<file path="config.mk">
export PLATFORM = sky130hd
export DESIGN_NAME = iq_sym_mux
export DESIGN_NICKNAME = d
export VERILOG_FILES = /design/src/rtl/iqm_pkg.sv /design/src/rtl/iqm_prescale.sv /design/src/rtl/iqm_chan_sel.sv /design/src/rtl/iqm_sym_pack.sv /design/src/rtl/iq_sym_mux.sv
export SDC_FILE = /design/constraint.sdc
export NUM_CORES = 1
export LEC_CHECK = 0
export ABC_AREA = 1
export BUFFER_PORTS_ARGS = -buffer_cell sky130_fd_sc_hd__buf_2
export CAP_MARGIN = 25
export CORE_MARGIN = 10
export CORE_UTILIZATION = 43
export CTS_BUF_LIST = sky130_fd_sc_hd__clkbuf_16
export DETAILED_ROUTE_END_ITERATION = 16
export SYNTH_ARGS = -nofsm -noshare
export SYNTH_HDL_FRONTEND = slang
export SYNTH_SLANG_ARGS = --single-unit
</file>
<file path="constraint.sdc">
create_clock -name clk -period 1.4 [get_ports clk]
set_input_delay 0.14 -clock clk [delete_from_list [all_inputs] [get_ports clk]]
set_output_delay 0.14 -clock clk [all_outputs]
set_load 0.005 [all_outputs]
</file>
<file path="src/rtl/iqm_pkg.sv">
package iqm_pkg;

  // Combined operating mode, decoded once and shared by the submodules.
  typedef enum logic [1:0] {
    M_HI_INT = 2'd0,
    M_HI_EXT = 2'd1,
    M_LO_INT = 2'd2,
    M_LO_EXT = 2'd3
  } iqm_mode_e;

  function automatic iqm_mode_e iqm_mode(input logic hi, input logic ext);
    if (hi) return ext ? M_HI_EXT : M_HI_INT;
    else    return ext ? M_LO_EXT : M_LO_INT;
  endfunction

endpackage

</file>
<file path="src/rtl/iqm_prescale.sv">
module iqm_prescale
  import iqm_pkg::*;
#(
  parameter int DIV_HI     = 20,
  parameter int DIV_LO_EXT = 30,
  parameter int DIV_LO_INT = 60
) (
  input  logic      clk,
  input  logic      rst_n,
  input  logic      ref_tick,
  input  iqm_mode_e mode,
  output logic      bit_tick
);
  localparam int DMAX = (DIV_HI > DIV_LO_EXT)
                      ? ((DIV_HI > DIV_LO_INT) ? DIV_HI : DIV_LO_INT)
                      : ((DIV_LO_EXT > DIV_LO_INT) ? DIV_LO_EXT : DIV_LO_INT);
  localparam int CW = $clog2(DMAX + 1);

  logic [CW-1:0] cnt_q, cnt_d, div_m1;

  always_comb begin
    unique case (mode)
      M_HI_INT, M_HI_EXT: div_m1 = CW'(DIV_HI - 1);
      M_LO_EXT:           div_m1 = CW'(DIV_LO_EXT - 1);
      default:            div_m1 = CW'(DIV_LO_INT - 1);
    endcase
  end

  always_comb begin
    cnt_d    = cnt_q;
    bit_tick = 1'b0;
    if (ref_tick) begin
      if (cnt_q == div_m1) begin
        cnt_d    = '0;
        bit_tick = 1'b1;
      end else begin
        cnt_d = cnt_q + 1'b1;
      end
    end
  end

  always_ff @(posedge clk or negedge rst_n) begin
    if (!rst_n) cnt_q <= '0;
    else        cnt_q <= cnt_d;
  end

  // the count never passes the ratio chosen for the mode.
  a_r2_cnt_bound: assert property (@(posedge clk) disable iff (!rst_n)
    cnt_q <= div_m1);

  // without a reference enable the count holds.
  a_r9_hold_no_ref: assert property (@(posedge clk) disable iff (!rst_n)
    !ref_tick |=> $stable(cnt_q));

endmodule

</file>
<file path="src/rtl/iqm_chan_sel.sv">
module iqm_chan_sel
  import iqm_pkg::*;
#(
  parameter int NCH    = 3,
  parameter int LO_MAX = 2,
  parameter int CNT_W  = 2
) (
  input  logic             clk,
  input  logic             rst_n,
  input  logic             bit_tick,
  input  iqm_mode_e        mode,
  input  logic [CNT_W-1:0] n_act,
  input  logic [NCH-1:0]   ch_data,
  output logic [NCH-1:0]   take,
  output logic             sel_bit,
  output logic             cfg_err
);
  localparam int IW = (NCH > 1) ? $clog2(NCH) : 1;

  logic [IW-1:0]    rr_q, rr_d;
  logic [CNT_W-1:0] n_max, n_last;

  always_comb begin
    unique case (mode)
      M_HI_INT: n_max = CNT_W'(NCH);
      M_LO_INT: n_max = CNT_W'(LO_MAX);
      default:  n_max = CNT_W'(1);
    endcase
    cfg_err = (n_act == '0) || (n_act > n_max);
    n_last  = n_act - 1'b1;
  end

  always_comb begin
    rr_d = rr_q;
    if (bit_tick && !cfg_err)
      rr_d = (rr_q == IW'(n_last)) ? '0 : rr_q + 1'b1;
  end

  always_comb begin
    sel_bit = 1'b0;
    for (int k = 0; k < NCH; k++)
      if (!cfg_err && rr_q == IW'(k)) sel_bit = ch_data[k];
  end

  for (genvar k = 0; k < NCH; k++) begin : g_take
    assign take[k] = bit_tick && !cfg_err && (rr_q == IW'(k));
  end

  always_ff @(posedge clk or negedge rst_n) begin
    if (!rst_n) rr_q <= '0;
    else        rr_q <= rr_d;
  end

  // at most one channel is consumed per cycle.
  a_r3_take_onehot: assert property (@(posedge clk) disable iff (!rst_n)
    $onehot0(take));

  // an external stream only ever uses channel 0.
  a_r4_ext_ch0: assert property (@(posedge clk) disable iff (!rst_n)
    ((mode == M_HI_EXT || mode == M_LO_EXT) && (take != '0)) |-> take[0]);

  // a bad configuration consumes nothing.
  a_r8_err_quiet: assert property (@(posedge clk) disable iff (!rst_n)
    cfg_err |-> (take == '0));

endmodule

</file>
<file path="src/rtl/iqm_sym_pack.sv">
module iqm_sym_pack
  import iqm_pkg::*;
#(
  parameter int RAIL_HI = 3,
  parameter int RAIL_LO = 2
) (
  input  logic               clk,
  input  logic               rst_n,
  input  logic               bit_tick,
  input  logic               bit_in,
  input  iqm_mode_e          mode,
  output logic               sym_stb,
  output logic [RAIL_HI-1:0] i_lvl,
  output logic [RAIL_HI-1:0] q_lvl
);
  localparam int SW = 2 * RAIL_HI;
  localparam int BW = $clog2(SW);

  logic              hi;
  logic [SW-1:0]     sr_q, sr_d, nvec;
  logic [BW-1:0]     bc_q, bc_d, bps_m1;
  logic              stb_d;
  logic [RAIL_HI-1:0] ig, qg, ib, qb, i_d, q_d;

  assign hi     = (mode == M_HI_INT) || (mode == M_HI_EXT);
  assign bps_m1 = hi ? BW'(2 * RAIL_HI - 1) : BW'(2 * RAIL_LO - 1);
  assign nvec   = {sr_q[SW-2:0], bit_in};

  // Split the finished symbol: the earlier bits go to I, the later bits to Q.
  always_comb begin
    if (hi) begin
      ig = nvec[SW-1 -: RAIL_HI];
      qg = nvec[RAIL_HI-1:0];
    end else begin
      ig = {{(RAIL_HI-RAIL_LO){1'b0}}, nvec[2*RAIL_LO-1 -: RAIL_LO]};
      qg = {{(RAIL_HI-RAIL_LO){1'b0}}, nvec[RAIL_LO-1:0]};
    end
  end

  // Gray to level index.
  always_comb begin
    ib[RAIL_HI-1] = ig[RAIL_HI-1];
    qb[RAIL_HI-1] = qg[RAIL_HI-1];
    for (int k = RAIL_HI - 2; k >= 0; k--) begin
      ib[k] = ib[k+1] ^ ig[k];
      qb[k] = qb[k+1] ^ qg[k];
    end
  end

  always_comb begin
    sr_d  = sr_q;
    bc_d  = bc_q;
    stb_d = 1'b0;
    i_d   = i_lvl;
    q_d   = q_lvl;
    if (bit_tick) begin
      sr_d = nvec;
      if (bc_q == bps_m1) begin
        bc_d  = '0;
        stb_d = 1'b1;
        i_d   = ib;
        q_d   = qb;
      end else begin
        bc_d = bc_q + 1'b1;
      end
    end
  end

  always_ff @(posedge clk or negedge rst_n) begin
    if (!rst_n) begin
      sr_q    <= '0;
      bc_q    <= '0;
      sym_stb <= 1'b0;
      i_lvl   <= '0;
      q_lvl   <= '0;
    end else begin
      sr_q    <= sr_d;
      bc_q    <= bc_d;
      sym_stb <= stb_d;
      i_lvl   <= i_d;
      q_lvl   <= q_d;
    end
  end

  // the symbol strobe never lasts two cycles.
  a_r5_stb_single: assert property (@(posedge clk) disable iff (!rst_n)
    sym_stb |=> !sym_stb);

  // level codes move only together with the strobe.
  a_r7_hold: assert property (@(posedge clk) disable iff (!rst_n)
    !sym_stb |-> ($stable(i_lvl) && $stable(q_lvl)));

  // 4-level symbols leave the top code bit clear.
  a_r7_lo_top: assert property (@(posedge clk) disable iff (!rst_n)
    (sym_stb && !hi) |-> (!i_lvl[RAIL_HI-1] && !q_lvl[RAIL_HI-1]));

endmodule

</file>
<file path="src/rtl/iq_sym_mux.sv">
module iq_sym_mux
  import iqm_pkg::*;
#(
  parameter int NCH        = 3,
  parameter int LO_MAX     = 2,
  parameter int RAIL_HI    = 3,
  parameter int RAIL_LO    = 2,
  parameter int DIV_HI     = 20,
  parameter int DIV_LO_EXT = 30,
  parameter int DIV_LO_INT = 60,
  localparam int CNT_W     = $clog2(NCH + 1)
) (
  input  logic               clk,
  input  logic               rst_n,
  input  logic               ref_tick,
  input  logic               hi_rate,
  input  logic               ext_mux,
  input  logic [CNT_W-1:0]   n_act,
  input  logic [NCH-1:0]     ch_data,
  output logic [NCH-1:0]     ch_take,
  output logic               cfg_err,
  output logic               sym_stb,
  output logic [RAIL_HI-1:0] i_lvl,
  output logic [RAIL_HI-1:0] q_lvl
);
  iqm_mode_e mode;
  logic      bit_tick;
  logic      sel_bit;

  assign mode = iqm_mode(hi_rate, ext_mux);

  iqm_prescale #(
    .DIV_HI(DIV_HI), .DIV_LO_EXT(DIV_LO_EXT), .DIV_LO_INT(DIV_LO_INT)
  ) u_pre (
    .clk(clk), .rst_n(rst_n), .ref_tick(ref_tick), .mode(mode),
    .bit_tick(bit_tick)
  );

  iqm_chan_sel #(.NCH(NCH), .LO_MAX(LO_MAX), .CNT_W(CNT_W)) u_sel (
    .clk(clk), .rst_n(rst_n), .bit_tick(bit_tick), .mode(mode),
    .n_act(n_act), .ch_data(ch_data), .take(ch_take),
    .sel_bit(sel_bit), .cfg_err(cfg_err)
  );

  iqm_sym_pack #(.RAIL_HI(RAIL_HI), .RAIL_LO(RAIL_LO)) u_pack (
    .clk(clk), .rst_n(rst_n), .bit_tick(bit_tick), .bit_in(sel_bit),
    .mode(mode), .sym_stb(sym_stb), .i_lvl(i_lvl), .q_lvl(q_lvl)
  );

  // no channel is consumed in a cycle without a reference enable.
  a_r9_take_needs_ref: assert property (@(posedge clk) disable iff (!rst_n)
    (ch_take != '0) |-> ref_tick);

endmodule

</file>
==> results.toml <==
[sta]
fin_skew_ns = 0.00342
rsz0062_at_grt = "true"
finalMaxSlewViolations = 0
max_slew_margin_pct = 65.6
max_freq_mhz = 626
finalWorstSetupSlack_ns = -0.199
fin_crit_ns = 1.60
hold_violations = 0
finalSetupViolations = 9
worstMarginPinSlew_ns = 0.516
finalCritPeriodShare_pct = 114

[yosys]
ys_ff_latch = 23
postSynthNetCount = 198
syn-cell-area_um2 = 1370
ys_types = 19
netlist_instances = 180
syn_area_per_cell_um2 = 7.63
yosys_warnings = 0
synth_seq_area_share_pct = 41.9

[floorplan]
die_w_um = 76.5
die_area_um2 = 5850
fp.dieH_um = 76.5
initial_core_util_pct = 45.0
num_io_pins = 21
core_um2 = 3050
row_count = 20

[critical_path]
startpoint_type = "flop"
critPathMaxFanout = 4
worstSetupPathType = "flop to output pin"
critPathCaptureType = "output pin"
cp.required_ns = 1.26
arrival_ns = 1.46

[finish]
final_util_pct = 56.3
final_cell_mix = "nand2_1, inv_1, dfrtp_1, buf_2, nor2_1"
fin_cells = 258
final_common_cell = "nand2_1"
nets = 233
final_layout_size_suffix_gt1_share_pct = 25.7
diodes = 0
area_growth_pct = 25.3

[global_route]
grt_pass1_vias = 1189
grt_pass1_wl_um = 5220
overflow = 0
grt_max_degree = 24
groute.usage.overall_pct = 10.4
grt_antenna_before_repair = 0

[routing]
avgRoutedWirePerCell_um = 11.5
viasPerCell = 4.52
drt_wl_total_um = 2980
firstDrtPassIters = 4
dr.first_iter.drc_count = 89
drc_errors = 0
routed-via-count = 1165
antenna_left = 0

[clock_network]
cts_tree = "built"
htree_levels = 1
cts_buffers = 3
clockBufferDepth = 2
root_buffer = "clkbuf_16"
cts.sinks = 23
clkTransAtPathRegs_ns = 0.06
clk_latency_ns = 0.25

[job]
drv_cap = 0

[outcome]
outcome = "complete, but fails checks"
violations = "setup timing"

[power_and_ir_drop]
vdd_drop_max_v = 0.000613
power_leakage_uw = 0.000973
power_density_nw_per_um2 = 1630

[placed_design]
dp.cells = 247
portBuffers = 20
globalplace.congestion = 0.767
hpwlAfterDp_um = 2230

[worst_hold_path]
hold_path_class = "input pin to flop"
## final cells by class
cell class	instances	area, um^2
repair buffers	34	215
well taps	44	55.1
fillers	309	1330
flip-flops and latches	23	576
clock inverters	1	5.00
multi-input cells	124	684
clock buffers	3	75.1
inverters	29	109
## what timing repair did
action,4_1_cts,5_1_grt
resized for setup,7,9
hold buffers,1,0
hold endpoints to repair,23,0
endpoints found under the setup margin,8,21
pin swaps,4,7
buffers inserted,7,2
## per-stage QoR
step	setup TNS (ns)	instance area (um^2)	setup WS, ns	hold slack (ns)	total power, uW
final	-0.680	1720	-0.199	0.141	2810
after global routing	-2.57	1720	-0.293	0.156	3040
after CTS	-1.61	1700	-0.212	0.135	2770
after detailed placement	-0.531	1540	-0.147	0.140	2070
after global placement	-0.294	1540	-0.0728	0.141	2020
after floorplan	0	1370	0.0207	-0.156	1780
## cells in the mapped netlist, drive strengths merged
cell type,number,share of area [%]
xor2,8,5.1
nor2,24,9.0
inv,29,7.9
dfrtp,23,42
nand2,56,15
a21oi,5,1.8
buf,3,2.5
nand3,8,2.9
o21ai,12,4.4
clkbuf,1,0.27
ha,8,7.3
o21a,1,0.55
nor3,1,0.36
nand4,1,0.46
## power breakdown
part           internal, uW  switching [uW]  leakage (uW)  total, uW
sequential              896             186      0.000289       1080
combinational           490             620      0.000643       1110
clock                   384             230     0.0000409        614
## worst max-delay path: stages (launching register included)
cell	delay, ns
dfrtp_1	0.42
inv_2	0.08
nand2_1	0.05
nand2_1	0.05
nand2_1	0.05
nor2_2	0.13
nand2_2	0.08
inv_2	0.07
nand2_4	0.07
nor2_2	0.09
buf_2	0.12
## logic make-up after synthesis
logic type / after synthesis / synth area share, %
xor gates and xnor gates: 8 / 5.11
AOI/OAI and AO/OA: 18 / 6.75
buffers and inverters: 33 / 10.7
adders and majority gates: 8 / 7.29
DFF: 23 / 41.9
and+or+nand+nor: 90 / 28.3
## registers in the layout, indices dropped and copies added (netlist names)
| name | count |
|---|---|
| u_sel.rr_q | 2 |
| u_pack.i_lvl | 3 |
| u_pack.q_lvl | 3 |
| u_pack.sr_q | 5 |
| u_pre.cnt_q | 6 |
| u_pack.sym_stb | 1 |
| u_pack.bc_q | 3 |
## final timing paths
check	startpoint	to	slack, ns	depth (start not counted)
max	u_pre.cnt_q[2]	ch_take[0]	-0.20	10
min	ref_tick	u_pre.cnt_q[0]	0.14	2
max reg2reg	u_pre.cnt_q[2]	u_sel.rr_q[0]	-0.04	10
min reg2reg	u_pack.i_lvl[2]	u_pack.i_lvl[2]	0.46	2
max in group asynchronous	rst_n	u_pack.bc_q[1]	0.66	2
min in group asynchronous	rst_n	u_pack.bc_q[0]	0.39	2
## per-layer routing
layer | part of all wire [%] | up-vias | GRT usage [%]
met5 | 0 | - | 0
met4 | 0.57 | 0 | 3.35
met3 | 3.2 | 2 | 2.00
met2 | 47 | 17 | 16.8
met1 | 49 | 532 | 13.4
li1 | - | 614 | -
No activity file was read; power rests on OpenSTA's default activity.
